$ cat src/rtl/gpio_evt_pkg.sv
package gpio_evt_pkg;

  localparam int unsigned BUS_AW = 4;

  // word index = byte offset >> 1
  typedef enum logic [2:0] {
    RSEL_IN   = 3'd0,
    RSEL_OUT  = 3'd1,
    RSEL_DIR  = 3'd2,
    RSEL_CTRL = 3'd3,
    RSEL_EVT  = 3'd4,
    RSEL_STAT = 3'd5,
    RSEL_MASK = 3'd6,
    RSEL_NONE = 3'd7
  } reg_sel_e;

  localparam int unsigned CTRL_CLKEN_BIT = 5;
  localparam int unsigned EVT_ON_BIT     = 0;
  localparam int unsigned SRC_KPD        = 0;
  localparam int unsigned SRC_GPIO       = 1;
  localparam int unsigned NSRC           = 2;

endpackage

$ cat src/rtl/gpio_sync.sv
module gpio_sync #(
  parameter int unsigned W = 16
) (
  input  logic         clk,
  input  logic         rst,
  input  logic         en,
  input  logic [W-1:0] d,
  output logic [W-1:0] q
);

  logic [W-1:0] stage1_q;
  logic [W-1:0] stage2_q;

  always_ff @(posedge clk) begin
    if (rst) begin
      stage1_q <= '0;
      stage2_q <= '0;
    end else if (en) begin
      stage1_q <= d;
      stage2_q <= stage1_q;
    end
  end

  assign q = stage2_q;

endmodule

$ cat src/rtl/gpio_edge_det.sv
module gpio_edge_det #(
  parameter int unsigned NPINS = 16,
  localparam int unsigned IDX_W = $clog2(NPINS)
) (
  input  logic             clk,
  input  logic             rst,
  input  logic             en,
  input  logic             arm,
  input  logic [IDX_W-1:0] sel_idx,
  input  logic             rise_sel,
  input  logic             restart,
  input  logic [NPINS-1:0] pins,
  output logic             hit
);

  logic cur_lvl;
  logic prev_q;
  logic hist_ok_q;
  logic rise_seen;
  logic fall_seen;

  assign cur_lvl = pins[sel_idx];

  // history is dropped on every mode write and reloaded on the next enabled cycle
  always_ff @(posedge clk) begin
    if (rst || restart) begin
      prev_q    <= 1'b0;
      hist_ok_q <= 1'b0;
    end else if (en) begin
      prev_q    <= cur_lvl;
      hist_ok_q <= 1'b1;
    end
  end

  assign rise_seen = cur_lvl & ~prev_q;
  assign fall_seen = ~cur_lvl & prev_q;
  assign hit = en & arm & hist_ok_q & ~restart & (rise_sel ? rise_seen : fall_seen);

endmodule

$ cat src/rtl/gpio_regs.sv
module gpio_regs
  import gpio_evt_pkg::*;
#(
  parameter int unsigned NPINS = 16,
  parameter int unsigned DW    = 16,
  localparam int unsigned IDX_W = $clog2(NPINS),
  localparam int unsigned EVT_W = IDX_W + 2
) (
  input  logic              clk,
  input  logic              rst,
  input  logic              bus_sel,
  input  logic              bus_we,
  input  logic [BUS_AW-1:0] bus_addr,
  input  logic [DW-1:0]     bus_wdata,
  output logic [DW-1:0]     bus_rdata,
  input  logic [NPINS-1:0]  in_val,
  input  logic              kpd_lvl,
  input  logic              gpio_hit,
  output logic [NPINS-1:0]  dir_o,
  output logic [NPINS-1:0]  out_o,
  output logic              clk_en_o,
  output logic              evt_on_o,
  output logic [IDX_W-1:0]  evt_idx_o,
  output logic              evt_rise_o,
  output logic              evt_wr_o,
  output logic              irq_o
);

  reg_sel_e             rsel;
  logic                 wr_any;
  logic                 rd_any;
  logic [NPINS-1:0]     dir_q;
  logic [NPINS-1:0]     out_q;
  logic                 clk_en_q;
  logic [EVT_W-1:0]     evt_q;
  logic                 kpd_q;
  logic                 gpio_st_q;
  logic [NSRC-1:0]      mask_q;
  logic [NSRC-1:0]      stat_vec;
  logic [NSRC-1:0]      gated;
  logic [DW-1:0]        rd_mux;
  logic [DW-1:0]        rdata_q;

  assign rsel   = reg_sel_e'(bus_addr[BUS_AW-1:1]);
  assign wr_any = bus_sel & bus_we;
  assign rd_any = bus_sel & ~bus_we;

  always_ff @(posedge clk) begin
    if (rst) begin
      dir_q    <= '1;
      out_q    <= '0;
      clk_en_q <= 1'b0;
      evt_q    <= '0;
      mask_q   <= '1;
    end else if (wr_any) begin
      case (rsel)
        RSEL_OUT:  out_q    <= bus_wdata[NPINS-1:0];
        RSEL_DIR:  dir_q    <= bus_wdata[NPINS-1:0];
        RSEL_CTRL: clk_en_q <= bus_wdata[CTRL_CLKEN_BIT];
        RSEL_EVT:  evt_q    <= bus_wdata[EVT_W-1:0];
        RSEL_MASK: mask_q   <= bus_wdata[NSRC-1:0];
        default: ;
      endcase
    end
  end

  // keypad level is only retimed, never cleared
  always_ff @(posedge clk) begin
    kpd_q <= kpd_lvl;
  end

  // set has priority over the clear-on-read
  always_ff @(posedge clk) begin
    if (rst) begin
      gpio_st_q <= 1'b0;
    end else if (gpio_hit) begin
      gpio_st_q <= 1'b1;
    end else if (rd_any && rsel == RSEL_STAT) begin
      gpio_st_q <= 1'b0;
    end
  end

  always_comb begin
    stat_vec           = '0;
    stat_vec[SRC_KPD]  = kpd_q;
    stat_vec[SRC_GPIO] = gpio_st_q;
  end

  for (genvar s = 0; s < NSRC; s++) begin : g_src_gate
    assign gated[s] = stat_vec[s] & ~mask_q[s];
  end

  assign irq_o = |gated;

  always_comb begin
    rd_mux = '0;
    case (rsel)
      RSEL_IN:   rd_mux[NPINS-1:0]     = in_val;
      RSEL_OUT:  rd_mux[NPINS-1:0]     = out_q;
      RSEL_DIR:  rd_mux[NPINS-1:0]     = dir_q;
      RSEL_CTRL: rd_mux[CTRL_CLKEN_BIT] = clk_en_q;
      RSEL_EVT:  rd_mux[EVT_W-1:0]     = evt_q;
      RSEL_STAT: rd_mux[NSRC-1:0]      = stat_vec;
      RSEL_MASK: rd_mux[NSRC-1:0]      = mask_q;
      default:   rd_mux                = '0;
    endcase
  end

  always_ff @(posedge clk) begin
    if (rst) begin
      rdata_q <= '0;
    end else if (rd_any) begin
      rdata_q <= rd_mux;
    end
  end

  assign bus_rdata  = rdata_q;
  assign dir_o      = dir_q;
  assign out_o      = out_q;
  assign clk_en_o   = clk_en_q;
  assign evt_on_o   = evt_q[EVT_ON_BIT];
  assign evt_idx_o  = evt_q[IDX_W:1];
  assign evt_rise_o = evt_q[IDX_W+1];
  assign evt_wr_o   = wr_any && (rsel == RSEL_EVT);

endmodule

$ cat src/rtl/gpio_evt_port.sv
module gpio_evt_port
  import gpio_evt_pkg::*;
#(
  parameter int unsigned NPINS = 16,
  parameter int unsigned DW    = 16,
  localparam int unsigned IDX_W = $clog2(NPINS)
) (
  input  logic              clk,
  input  logic              rst,
  input  logic              bus_sel,
  input  logic              bus_we,
  input  logic [BUS_AW-1:0] bus_addr,
  input  logic [DW-1:0]     bus_wdata,
  output logic [DW-1:0]     bus_rdata,
  input  logic [NPINS-1:0]  pad_in,
  output logic [NPINS-1:0]  pad_out,
  output logic [NPINS-1:0]  pad_oe,
  input  logic              kpd_irq_in,
  output logic              irq
);

  logic [NPINS-1:0] sync_val;
  logic [NPINS-1:0] dir_w;
  logic [NPINS-1:0] out_w;
  logic             clk_en_w;
  logic             evt_on_w;
  logic [IDX_W-1:0] evt_idx_w;
  logic             evt_rise_w;
  logic             evt_wr_w;
  logic             hit_w;

  gpio_sync #(.W(NPINS)) u_sync (
    .clk (clk),
    .rst (rst),
    .en  (clk_en_w),
    .d   (pad_in),
    .q   (sync_val)
  );

  gpio_edge_det #(.NPINS(NPINS)) u_edge (
    .clk      (clk),
    .rst      (rst),
    .en       (clk_en_w),
    .arm      (evt_on_w),
    .sel_idx  (evt_idx_w),
    .rise_sel (evt_rise_w),
    .restart  (evt_wr_w),
    .pins     (sync_val),
    .hit      (hit_w)
  );

  gpio_regs #(.NPINS(NPINS), .DW(DW)) u_regs (
    .clk        (clk),
    .rst        (rst),
    .bus_sel    (bus_sel),
    .bus_we     (bus_we),
    .bus_addr   (bus_addr),
    .bus_wdata  (bus_wdata),
    .bus_rdata  (bus_rdata),
    .in_val     (sync_val),
    .kpd_lvl    (kpd_irq_in),
    .gpio_hit   (hit_w),
    .dir_o      (dir_w),
    .out_o      (out_w),
    .clk_en_o   (clk_en_w),
    .evt_on_o   (evt_on_w),
    .evt_idx_o  (evt_idx_w),
    .evt_rise_o (evt_rise_w),
    .evt_wr_o   (evt_wr_w),
    .irq_o      (irq)
  );

  for (genvar p = 0; p < NPINS; p++) begin : g_pad
    assign pad_oe[p]  = ~dir_w[p];
    assign pad_out[p] = out_w[p];
  end

endmodule

$ cat config.mk
export PLATFORM = sky130hd
export DESIGN_NAME = gpio_evt_port
export DESIGN_NICKNAME = d
export VERILOG_FILES = /design/src/rtl/gpio_evt_pkg.sv /design/src/rtl/gpio_sync.sv /design/src/rtl/gpio_edge_det.sv /design/src/rtl/gpio_regs.sv /design/src/rtl/gpio_evt_port.sv
export SDC_FILE = /design/constraint.sdc
export NUM_CORES = 1
export LEC_CHECK = 0
export BUFFER_PORTS_ARGS = -buffer_cell sky130_fd_sc_hd__buf_2
export CAP_MARGIN = 20
export CORE_MARGIN = 4
export CORE_UTILIZATION = 45
export CTS_CLUSTER_SIZE = 40
export DETAILED_ROUTE_END_ITERATION = 12
export HOLD_SLACK_MARGIN = 0.06
export PLACE_DENSITY = 0.71
export SLEW_MARGIN = 20
export SYNTH_ARGS = -nofsm -noshare
export SYNTH_HDL_FRONTEND = slang
export SYNTH_SLANG_ARGS = --single-unit
$ cat constraint.sdc
create_clock -name clk -period 1.7 [get_ports clk]
set_input_delay 0.17 -clock clk [delete_from_list [all_inputs] [get_ports clk]]
set_output_delay 0.17 -clock clk [all_outputs]
set_load 0.05 [all_outputs]
== Yosys cells after proc, flatten, opt, wreduce, memory -nomap -nowiden ==
Cells that the tools add are included.

* Magnitude comparators: 1
* Eq/ne operators: 6
* Mux-type cells: 9
* Bitwise operators: 32
* Reduce and logical (&&, ||, !) cells: 11

{| class="wikitable"
|+ Operator list
! kind !! number
|-
| 10-bit case mux with 3 select lines || 1
|-
| 1-bit NOT || 22
|-
| 2-bit case mux with 6 select lines || 1
|-
| 3-bit case mux with 4 select lines || 1
|-
| 1-bit bitwise AND || 10
|-
| 2-bit AND reduction || 5
|-
| 3-bit equality test (second input constant) || 3
|-
| 3-bit by 2-bit equality test with 1-bit output (second input constant) || 2
|-
| 4-bit by 5-bit less-than comparator with 1-bit output (second input constant) || 1
|-
| 1-bit case mux with 5 select lines || 1
|-
| 1-bit binary-select mux with 4-bit select || 1
|-
| 1-bit 2-to-1 mux || 4
|-
| 3-bit by 1-bit equality test with 1-bit output (second input constant) || 1
|-
| 3-bit zero test || 1
|-
| 1-bit logical AND || 2
|-
| 2-bit nonzero test || 1
|-
| 2-bit OR reduction || 1
|-
| 1-bit logical OR || 1
|}

* Bits in registers: 93
* Input bits: 41
* Output and inout bits: 49
* Logic and storage cells: 71

== Depth between registers and ports, before layout ==
Gate-level depths: netlist of run 1.

* Depth after elaboration: 7
* Depth in mapped cells: 8
* Mapped depth without buffers: 4

== Hierarchy ==
From an unflattened synthesis of run 1, not the netlist that was laid out.

* Cells, all modules: 425
* Area total of the unflattened synthesis: 4264.1 µm²

{| class="wikitable"
|+ By module, submodules not included
! module !! instances !! cells each !! area each (µm²) !! sequential area each (µm²)
|-
| gpio_regs || 1 || 290 || 2813.9 || 1181.1
|-
| gpio_sync || 1 || 103 || 1163.6 || 640.6
|-
| gpio_edge_det || 1 || 16 || 226.5 || 40.0
|-
| gpio_evt_port || 1 || 16 || 60.1 || 0.0
|}

== Worst setup path after synthesis of run 1 ==
OpenSTA, ideal clock, no wires.

* Kind: register to register
* From: reg u_regs.evt_q[2]
* To: reg u_regs.gpio_st_q
* Library setup time: 138 ps
* Arrival: 1482 ps
* Required time: 1562 ps
* Path slack: 80 ps
* Stages on the path, launching flop included: 6
* Buffers on the path: 1
* Clock period less this slack: 1620 ps
* Cells stage by stage: dfxtp_1 -> buf_6 -> mux4_1 -> mux2i_1 -> mux2i_1 -> o211ai_2

* Word-level cells in the longest chain between the ends: 7
* Elaborated cells on any way between the ends: 9
* Classes of those cells: mux (4); bitwise (4); reduce/logical (1)

{| class="wikitable"
|+ Ends and longest elaborated chain
! element !! RTL line !! source
|-
| start: declaration || gpio_regs.sv:35 || <nowiki>logic [EVT_W-1:0] evt_q;</nowiki>
|-
| start signal: assignment || gpio_regs.sv:60 || <nowiki>RSEL_EVT: evt_q <= bus_wdata[EVT_W-1:0];</nowiki>
|-
| 1-bit binary-select mux with 4-bit select (*) || gpio_edge_det.sv:22 || <nowiki>assign cur_lvl = pins[sel_idx];</nowiki>
|-
| 1-bit 2-to-1 mux (implied by the code) (*) || gpio_edge_det.sv:22 ||
|-
| 1-bit NOT || gpio_edge_det.sv:36 || <nowiki>assign fall_seen = ~cur_lvl & prev_q;</nowiki>
|-
| 1-bit bitwise AND || gpio_edge_det.sv:36 ||
|-
| 1-bit 2-to-1 mux (*) || gpio_edge_det.sv:37 || <nowiki>assign hit = en & arm & hist_ok_q & ~restart & (rise_sel ? rise_seen : fall_seen);</nowiki>
|-
| 1-bit bitwise AND (*) || gpio_edge_det.sv:37 ||
|-
| 1-bit 2-to-1 mux or 2-bit nonzero test (tied branches) || n/a ||
|-
| end signal: assignment || gpio_regs.sv:75 || <nowiki>gpio_st_q <= 1'b0;</nowiki>
|-
| end signal: assignment || gpio_regs.sv:77 || <nowiki>gpio_st_q <= 1'b1;</nowiki>
|-
| end signal: assignment || gpio_regs.sv:79 || <nowiki>gpio_st_q <= 1'b0;</nowiki>
|-
| end: declaration || gpio_regs.sv:37 || <nowiki>logic gpio_st_q;</nowiki>
|}

Mark *: on every way between the ends. The rest lies on a longest branch, timed or not. The select of a mux whose other input is x is not followed.
A chain may end at the register's enable or synchronous reset.

== Final worst setup path of run 1 ==
Ends and elaborated chain as after synthesis.

==> summary.txt, run 1 <==
Outcome
  – Status: finished, final reports clean

Detailed routing
  – Router iterations before antenna repair: 4
  – Final ANT Viol Nets: 0
  – Initial DRC count: 150
  – Via count: 3503
  – DR DRC count: 0
  – DR vias/cell: 5.32
  – Total wire length: 10800 µm
  – DR WL/cell: 16.4 µm

Clock network
  – CTS tree: built
  – TritonCTS Buffers: 9
  – H-tree Lvls: 3
  – Worst-path clk slew: 90 ps
  – Max clock buf depth: 2
  – Clk_lat worst skew: 360 ps
  – CTS root buf: clkbuf_8
  – Clock sink count: 93

Min path
  – Hold Crit Class: in2reg

Synth
  – Sequential cell area fraction in the yosys report: 46.1%
  – Synth unique cells: 41
  – Mapped Area: 4040 µm²
  – Largest cells by area after synthesis: dfxtp_1, mux2i_1, nor2_1
  – Ys Warns: 0
  – Syn nets: 470
  – Asr flop ratio synth: 0%
  – Synth area leader: dfxtp_1
  – Post-synth EDFFs: 0
  – Area share of the largest cell type after synthesis: 46.1%
  – Synthesis-stage register bit count: 93
  – Syn avg cell area: 9.41 µm²
  – Cells after Synth: 429
  – Top_reg_cell synth: dfxtp_1

Die
  – Chip Width: 103 µm
  – DIE AREA: 10600 µm²
  – Die height: 103 µm
  – Core area: 8720 µm²
  – Placement Rows: 34
  – Starting density of the core: 46.3%
  – IO Pins: 90

Global route
  – Vias in the first global route: 3365
  – First-pass GRT wire length: 17200 µm
  – Gr ovfl total: 0
  – Largest net degree at the start of global routing: 58
  – Total GRT Usage: 20.9%
  – Initial antenna violation count: 0

Timing
  – Final worst-path cycle share: 97.4%
  – Final setup viols: 0
  – Max-slew violations: 0
  – Fmax achieved: 604 MHz
  – Slew @ Worst Pin: 594 ps
  – Minimum clock period: 1660 ps
  – Fin. Hold Viols: 0
  – Slew margin rel.: 60.3%
  – Layout Skew: 13.8 ps
  – Unrepaired setup endpoints after global routing: yes

Cells and area
  – Antenna diodes: 0
  – Layout cells sized above 1: 26.7%
  – Commonest non-fill, non-tap cell in the layout: dfxtp_1
  – P&R area growth vs syn: 26.1%
  – Post-route design area: 5090 µm²
  – Core Util, Final: 58.4%
  – Final #Nets: 587
  – Most frequent cells in the layout: dfxtp_1, buf_2, nor2_1

Worst setup path
  – Worst-path maximum fanout: 4
  – WP data required: 1990 ps
  – Slowest stage delay, CP: 510 ps
  – Startpoint type of the worst setup path: register
  – Slowest cell on the critical path: mux4_2
  – Critical Path End Type: register
  – Crit path cell chain: buf_4 -> mux2i_1 -> mux4_2 -> mux2_4 -> o211ai_2
  – CP Data Arrival Time: 1950 ps
  – Kind of critical path: reg2reg

Pwr
  – Pwr Density: 802 nW/µm²
  – Switching Power: 1.11 mW
  – Sw frac: 27.3%
  – Comb pwr share: 11.4%
  – Seq pwr share: 54.6%
  – Int Power: 2.97 mW
  – Worst VDD drop: 0.000463 V
  – Clock share of power: 34.0%
  – P_leak: 2.20 nW

Place
  – Post-DP Area: 4640 µm²
  – Hpwl dp: 7860 µm
  – Buffers on Ports: 88
  – RD Place Congestion: 0.900

Flow run
  – Max Cap Violations: 0
==> cell type report <==
type                            count  area [µm²]
Multi-Input combinational cell    279        1920
Inverter                           21        78.8
Clock inverter                      6        46.3
Timing Repair Buffer              142         911
Tap cell                          108         135
Sequential cell                    93        1870
Fill cell                         785        3630
Clock buffer                       10         138
==> path summary, 6_finish.rpt <==
kind	startpoint	endpoint	slack, ps	cells past startpoint
worst max register to register	u_regs.evt_q[2]	u_regs.gpio_st_q	40	5
worst min register to register	u_edge.hist_ok_q	u_edge.hist_ok_q	480	1
worst max-delay path	u_regs.evt_q[2]	u_regs.gpio_st_q	40	5
worst min-delay path	pad_in[9]	u_sync.stage1_q[9]	70	3
==> metal layers <==
layer | wire length (µm) | up-vias | global-route usage (%)
met5 | 0 | - | 0
met4 | 112 | 0 | 5.38
met3 | 725 | 11 | 3.65
met2 | 5280 | 116 | 35.6
met1 | 4670 | 1650 | 27.6
li1 | - | 1726 | -
==> synth_stat cells, types with 12 or more instances <==
| library cell | count |
|---|---|
| dfxtp_1 | 93 |
| nor2_1 | 72 |
| mux2i_1 | 64 |
| nand2_1 | 33 |
| inv_1 | 21 |
| a21oi_1 | 17 |
| clkbuf_1 | 17 |
| a211o_1 | 16 |
| a22oi_1 | 13 |
| o2bb2ai_1 | 13 |
| buf_2 | 12 |
==> cells by family after synthesis <==
| logic type | Yosys count | synth area share (%) |
|---|---|---|
| compound gates | 77 | 14.3 |
| flops | 93 | 46.1 |
| simple gates | 132 | 14.4 |
| buf+inv | 57 | 6.35 |
| mux | 70 | 18.9 |
==> state kept, by name, summed over array words and instances (netlist names) <==
| name | cells |
|---|---|
| u_regs.evt_q | 6 |
| u_regs.bus_rdata | 16 |
| u_sync.stage1_q | 16 |
| u_sync.q | 16 |
| u_regs.dir_o | 16 |
| u_regs.out_o | 16 |
| u_edge.prev_q | 1 |
| u_regs.clk_en_o | 1 |
| u_regs.kpd_q | 1 |
| u_regs.mask_q | 2 |
| u_edge.hist_ok_q | 1 |
| u_regs.gpio_st_q | 1 |
==> metrics by stage <==
| stage | hold slack [ps] | power (mW) | cells | setup TNS [ps] | worst slack (ps) |
|---|---|---|---|---|---|
| after floorplan | 198 | 2.56 | 429 | 0 | 79.7 |
| after global placement | 275 | 2.69 | 616 | 0 | 48.2 |
| after detailed placement | 276 | 2.70 | 616 | -72.6 | -72.6 |
| after CTS | 61.7 | 4.11 | 659 | 0 | 21.0 |
| after global routing | 76.9 | 4.23 | 659 | -5.80 | -5.80 |
| final | 70.1 | 4.08 | 659 | 0 | 44.1 |
==> critical path, delay by kind of cell (launching register included) <==
family          cells  cell delay [ps]
compound gates      1              130
buf+inv             1              140
flops               1              370
mux                 3              950
==> power groups by stage <==
| stage | registers, mW | logic, mW | clock network [mW] |
|---|---|---|---|
| after floorplan | 2.34 | 0.224 | 0 |
| after global placement | 2.28 | 0.412 | 0 |
| after detailed placement | 2.28 | 0.419 | 0 |
| after CTS | 2.23 | 0.466 | 1.42 |
| after global routing | 2.23 | 0.505 | 1.49 |
| final | 2.23 | 0.467 | 1.39 |
==> timing repair <==
item                       4_1_cts  5_1_grt
setup buffers                    1        0
hold buffers                    26        0
setup endpoints to repair        1        2
resized for setup                4        2
pin swaps                        0        1
hold endpoints to repair        33        0
(Power assumes the default switching activity.)
==> run 2: changes to the inputs <==
- PLACE_DENSITY: 0.71 -> 0.7
- SYNTH_HIERARCHICAL: not set -> 1
==> summary.txt, run 2 <==
Outcome
  – Status: complete, but fails checks
  – Failing checks: negative setup slack

Worst setup path
  – WP data required: 1990 ps (about the same)
  – Crit path cell chain: mux4_2 -> mux4_2 -> mux2i_1 -> nor2_1 -> inv_1 -> a21oi_1
  – Kind of critical path: reg2reg
  – Startpoint type of the worst setup path: register
  – Worst-path maximum fanout: 3 (-1)
  – CP Data Arrival Time: 2090 ps (+140 ps)
  – R2R depth: 6 (+1)
  – Worst r2r src: u_regs/evt_q[4]
  – Critical Path End Type: register
  – Slowest stage delay, CP: 510 ps (about the same)
  – FF-to-FF End: u_regs/gpio_st_q
  – Reg2Reg Setup Slack: -100 ps (-150 ps)
  – Most numerous cell on the critical path: mux4_2
  – Slowest cell on the critical path: mux4_2

Synth
  – Post-synth EDFFs: 0 (unchanged)
  – Mux cell area share after synthesis: 16.2% (-2.8 points)
  – Top-count cell post-synth: dfxtp_1
  – Sequential cell area fraction in the yosys report: 43.7% (-2.4 points)
  – Synth unique cells: 46 (+12%)
  – Adder-Cell Fraction of Synth Area: 0% (unchanged)
  – Syn avg cell area: 10.0 µm² (+6.6%)
  – Top_reg_cell synth: dfxtp_1
  – Top post-synthesis cells by count: dfxtp_1, mux2i_1, nor2_1, a21oi_1
  – Synth area leader: dfxtp_1
  – Mapped Area: 4260 µm² (+5.6%)
  – Compound-cell area share of the yosys netlist: 17.1% (+2.9 points)
  – Area share of the largest cell type after synthesis: 43.7% (-2.4 points)
  – Synthesis-stage register bit count: 93 (unchanged)
  – Cells after Synth: 425 (-0.93%)
  – Ys Warns: 6 (+6)
  – Syn nets: 466 (-0.85%)
  – Post-Synth XOR/XNOR Area: 0% (unchanged)
  – Synth Area in Simple Gates: 14.1% (-0.29 points)
  – Asr flop ratio synth: 0% (unchanged)
  – Largest family of logic cells by synthesized area: compound AO/OA/AOI/OAI gates
  – Largest cells by area after synthesis: dfxtp_1, mux2i_1, a211o_1

Timing
  – Slew @ Worst Pin: 802 ps (+208 ps)
  – Fin. Hold Viols: 0 (unchanged)
  – Minimum clock period: 1800 ps (+148 ps)
  – Final worst-path cycle share: 106% (+8.7 points)
  – Fmax achieved: 554 MHz (-8.2%)
  – Max-slew violations: 0 (unchanged)
  – Setup_tns: -104 ps (-104 ps)
  – Hold Slack: 54.5 ps (-15.6 ps)
  – Final worst setup slack: -104 ps (-148 ps)
  – Final setup viols: 1 (+1)
  – Unrepaired setup endpoints after global routing: yes
  – Layout Skew: 10.2 ps (-3.63 ps)
  – Slew margin rel.: 46.3% (-14 points)

Clock network
  – Clock sink count: 93 (unchanged)
  – H-tree Lvls: 3 (unchanged)
  – CTS root buf: clkbuf_8
  – Clk_lat worst skew: 360 ps (about the same)
  – CTS tree: built
  – Setup bufs post-CTS: 0 (-1)
  – TritonCTS Buffers: 9 (unchanged)
  – Worst-path clk slew: 90 ps (about the same)
  – # resized after CTS: 0 (-4)
  – Max clock buf depth: 2 (unchanged)

Detailed routing
  – Via count: 3610 (+3.1%)
  – DR DRC count: 0 (unchanged)
  – Final ANT Viol Nets: 0 (unchanged)
  – Total wire length: 11100 µm (+3.1%)
  – DR WL/cell: 16.6 µm (+1.4%)
  – Router iterations before antenna repair: 5 (+1)
  – Initial DRC count: 239 (+59%)
  – DR vias/cell: 5.39 (+1.4%)

Min path
  – Worst Hold Launch: pad_in[0]
  – Hold Crit Class: in2reg
  – Hold Path End: u_sync/stage1_q[0]
  – Hold depth: 3 (unchanged)

Global route
  – Gr ovfl total: 0 (unchanged)
  – Largest net degree at the start of global routing: 79 (+36%)
  – Vias in the first global route: 3481 (+3.4%)
  – Initial antenna violation count: 0 (unchanged)
  – First-pass GRT wire length: 17800 µm (+3.8%)
  – Total GRT Usage: 20.0% (-0.93 points)

Die
  – Core area: 9240 µm² (+6.0%)
  – Die height: 105 µm (+2.5%)
  – Starting density of the core: 46.1% (-0.17 points)
  – DIE AREA: 11100 µm² (+5.1%)
  – IO Pins: 90 (unchanged)
  – Chip Width: 105 µm (+2.5%)
  – Placement Rows: 35 (+2.9%)

Cells and area
  – Fin cells: 670 (+1.7%)
  – Post-route design area: 5170 µm² (+1.5%)
  – P&R area growth vs syn: 21.3%
  – Most frequent cells in the layout: dfxtp_1, buf_2, mux2i_1
  – Layout cells sized above 1: 29.4% (+2.7 points)
  – Final #Nets: 577 (-1.7%)
  – Layout fillers: 842 (+7.3%)
  – Core Util, Final: 56.0% (-2.4 points)
  – Antenna diodes: 0 (unchanged)
  – Area occupied by multi-input gates: 2000 µm² (+4.6%)
  – Register Area: 1870 µm² (+0.20%)
  – Commonest non-fill, non-tap cell in the layout: dfxtp_1

Place
  – RD Place Congestion: 0.829 (-7.9%)
  – Buffers on Ports: 88 (unchanged)
  – Setup WS pre-CTS: -84.1 ps (-11.4 ps)
  – Post-DP Area: 4810 µm² (+3.6%)
  – Dpl cells: 636 (+3.2%)
  – Hpwl dp: 8000 µm (+1.8%)

Pwr
  – P_leak: 2.29 nW (+4.2%)
  – Total power: 4.06 mW (-0.71%)
  – Pwr Density: 784 nW/µm² (-2.2%)
  – Worst VDD drop: 0.000468 V (+1.1%)

Flow run
  – Max Cap Violations: 0 (unchanged)
[run 2: cell types whose count changed after synthesis, sizes merged, moves of 17 or more]
| cell | previous run | this run |
|---|---|---|
| o21ai | 5 | 24 |
| mux2i | 64 | 46 |
| and3 | 2 | 19 |
| nor2 | 72 | 39 |
| nand3 | 5 | 23 |
| nand2 | 33 | 6 |
[run 2: area by class of cell]
| type | count | share of cell area, % |
|---|---|---|
| multi-input combinational | 275 | 38.8 |
| sequential | 93 | 36.2 |
| timing repair buffer | 136 | 16.8 |
| tap | 129 | 3.12 |
| clock buffer | 11 | 2.73 |
| inverter | 21 | 1.52 |
| clock inverter | 5 | 0.847 |
[run 2: logic make-up after synthesis]
kind of cell    after synthesis
buf+inv                      57
mux                          60
simple gates                110
flops                        93
compound gates              105
[run 2: worst max-delay path by stage]
| stage | from | endpoint | slack (ps) | cells after the start |
|---|---|---|---|---|
| global route | u_regs/evt_q[4] | u_regs/gpio_st_q | -170 | 6 |
| finish | u_regs/evt_q[4] | u_regs/gpio_st_q | -100 | 6 |
| global placement | u_regs/evt_q[4] | u_regs/gpio_st_q | -60 | 6 |
| detailed placement | u_regs/evt_q[4] | u_regs/gpio_st_q | -80 | 6 |
| CTS | u_regs/evt_q[3] | u_regs/gpio_st_q | -110 | 6 |
| floorplan | u_regs/evt_q[4] | u_regs/gpio_st_q | -40 | 6 |
[run 2: per-layer routing]
layer	global-route usage, %	up-vias	wire length, µm
met3	4.84	14	771
met5	0	-	0
met4	4.31	0	166
met1	25.7	1700	4690
li1	-	1759	-
met2	34.0	137	5490
[run 2: what timing repair did]
action                     in CTS  in global routing
pin swaps                       0                  1
setup endpoints to repair       1                  2
hold endpoints to repair       14                  4
hold buffers                   14                  4
[run 2: critical path, delay by kind of cell, from the launching register on]
kind | cells | cell delay (ps)
DFF | 1 | 370
and+or+nand+nor | 1 | 80
muxes | 3 | 1130
buffers and inverters | 1 | 40
AOI/OAI and AO/OA | 1 | 110
[run 2: where the power goes]
group          switching, mW  internal [mW]  leakage [nW]
Sequential            0.0202           2.20         0.754
Clock                  0.793          0.588        0.0941
Combinational          0.286          0.167          1.44
Total                   1.10           2.96          2.29
==> run 3: changes to the inputs <==
- ABC_CLOCK_PERIOD_IN_PS: not set -> 1700
- CELL_PAD_IN_SITES_DETAIL_PLACEMENT: not set -> 1
- CELL_PAD_IN_SITES_GLOBAL_PLACEMENT: not set -> 1
- CORE_UTILIZATION: 45 -> 38
- PLACE_DENSITY: 0.7 -> not set
- PLACE_DENSITY_LB_ADDON: not set -> 0.1
==> summary.txt, run 3 (synthesis results as in run 2) <==
Worst setup path
  – Kind of cell adding the most delay to the critical path: multiplexers
  – Slowest stage delay, CP: 500 ps (about the same)
  – Startpoint type of the worst setup path: register
  – Slowest cell on the critical path: mux4_2
  – CP Launch Point: u_regs/evt_q[4]
  – Bufs and invs on worst path: 1 (unchanged)
  – Worst-path maximum fanout: 3 (unchanged)
  – Critical Path End Type: register
  – Kind of critical path: reg2reg
  – Most numerous cell on the critical path: mux4_2
  – Worst r2r src: u_regs/evt_q[4]
  – CP Data Arrival Time: 2070 ps (-20 ps)
  – Crit path cell chain: mux4_2 -> mux4_2 -> mux2i_1 -> nor2_1 -> inv_1 -> a21oi_2
  – WP data required: 1960 ps (-30 ps)

Detailed routing
  – Total wire length: 12900 µm (+16%)
  – Final ANT Viol Nets: 0 (unchanged)
  – Initial DRC count: 172 (-28%)
  – DR vias/cell: 5.36 (-0.51%)
  – DR DRC count: 0 (unchanged)
  – DR WL/cell: 18.9 µm (+14%)
  – Via count: 3672 (+1.7%)
  – Router iterations before antenna repair: 4 (-1)

Timing
  – Final worst-path cycle share: 106% (+0.32 points)
  – Fmax achieved: 553 MHz (-0.30%)
  – Final setup viols: 2 (+1)
  – Unrepaired setup endpoints after global routing: yes
  – Final worst setup slack: -110 ps (-5.39 ps)
  – Slew margin rel.: 41.4% (-5.0 points)
  – Max-slew violations: 0 (unchanged)
  – Minimum clock period: 1810 ps (+5.39 ps)
  – Slew @ Worst Pin: 876 ps (+74.3 ps)
  – Layout Skew: 12.4 ps (+2.14 ps)
  – Fin. Hold Viols: 0 (unchanged)
  – Hold Slack: 73.1 ps (+18.6 ps)

Cells and area
  – Antenna diodes: 0 (unchanged)
  – Most frequent cells in the layout: dfxtp_1, buf_2, mux2i_1
  – Final #Nets: 581 (+0.69%)
  – Layout cells sized above 1: 29.2% (-0.22 points)
  – P&R area growth vs syn: 23.4%
  – Commonest non-fill, non-tap cell in the layout: dfxtp_1
  – Fin cells: 685 (+2.2%)
  – Layout fillers: 1292 (+53%)

Die
  – Core area: 10900 µm² (+18%)
  – Starting density of the core: 39.2% (-7.0 points)
  – Placement Rows: 38 (+8.6%)
  – Die height: 114 µm (+8.1%)
  – DIE AREA: 13000 µm² (+17%)
  – Chip Width: 114 µm (+8.1%)
  – IO Pins: 90 (unchanged)

Pwr
  – P_leak: 2.32 nW (+1.1%)
  – Pwr Density: 798 nW/µm² (+1.7%)
  – Worst VDD drop: 0.000437 V (-6.6%)

Outcome
  – Failing checks: negative setup slack
  – Status: complete, but fails checks

Clock network
  – Worst-path clk slew: 90 ps (about the same)
  – Clk_lat worst skew: 370 ps (about the same)
  – CTS tree: built
  – TritonCTS Buffers: 9 (unchanged)
  – Setup bufs post-CTS: 0 (unchanged)
  – Clock sink count: 93 (unchanged)
  – H-tree Lvls: 3 (unchanged)
  – CTS root buf: clkbuf_8
  – Max clock buf depth: 2 (unchanged)

Global route
  – First-pass GRT wire length: 20600 µm (+15%)
  – Total GRT Usage: 20.3% (+0.34 points)
  – Gr ovfl total: 0 (unchanged)
  – Vias in the first global route: 3872 (+11%)
  – Initial antenna violation count: 0 (unchanged)
  – Largest net degree at the start of global routing: 79 (unchanged)

Place
  – Hpwl dp: 9020 µm (+13%)
  – Buffers on Ports: 88 (unchanged)
  – RD Place Congestion: 0.788 (-4.9%)
  – Dpl cells: 647 (+1.7%)

Flow run
  – Max Cap Violations: 0 (unchanged)

Min path
  – Worst Hold Launch: pad_in[13]
  – Hold Crit Class: in2reg
==> run 3: layout make-up <==
type | count | area [µm²] | area share [%]
clock inverter | 4 | 47.5 | 0.904
tap | 140 | 175 | 3.33
timing repair buffer | 140 | 936 | 17.8
sequential | 93 | 1870 | 35.6
clock buffer | 12 | 145 | 2.76
multi-input combinational | 275 | 2010 | 38.2
inverter | 21 | 78.8 | 1.50
==> run 3: stage by stage <==
stage / setup TNS (ps) / setup slack, ps / util [%] / area (µm²) / power (mW)
after global routing: -226 / -161 / 48.3 / 5260 / 4.38
after CTS: -104 / -104 / 48.3 / 5260 / 4.25
final: -115 / -110 / 48.3 / 5260 / 4.20
after global placement: -72.2 / -72.2 / 44.5 / 4840 / 2.71
after detailed placement: -172 / -83.1 / 44.5 / 4840 / 2.71
after floorplan: -38.2 / -38.2 / - / 4260 / 2.57
==> run 3: tightest hold or removal path: cells and delay by family <==
kind	cells	cell delay, ps
buffers and inverters	1	80
multiplexers	1	70
AND/OR/NAND/NOR	1	80
==> run 3: worst paths after layout <==
path	endpoint	slack, ps	depth (start not counted)
setup / recovery	u_regs/gpio_st_q	-110	6
hold / removal	u_sync/stage1_q[13]	70	3
setup reg to reg	u_regs/gpio_st_q	-110	6
hold reg to reg	u_regs/bus_rdata[3]	470	1
==> run 3: power by group <==
part / switching, mW / internal, mW / leakage [nW] / total, mW
combinational: 0.301 / 0.178 / 1.47 / 0.479
sequential: 0.0202 / 2.20 / 0.754 / 2.22
clock: 0.777 / 0.717 / 0.0964 / 1.49
total: 1.10 / 3.10 / 2.32 / 4.20
==> run 3: what timing repair did <==
item / CTS / global route
setup endpoints to repair: 1 / 2
hold endpoints to repair: 22 / 0
pin swaps: 0 / 1
gates resized for setup: 0 / 1
hold buffers: 22 / 0
==> run 3: per-layer routing <==
metal  vias to the layer above  global-route usage (%)  part of all wire [%]
li1                       1763                       -                     -
met1                      1814                    25.6                    45
met2                        81                    34.7                    49
met3                        14                    4.30                   4.3
met4                         0                    6.33                   1.8
met5                         -                       0                     0
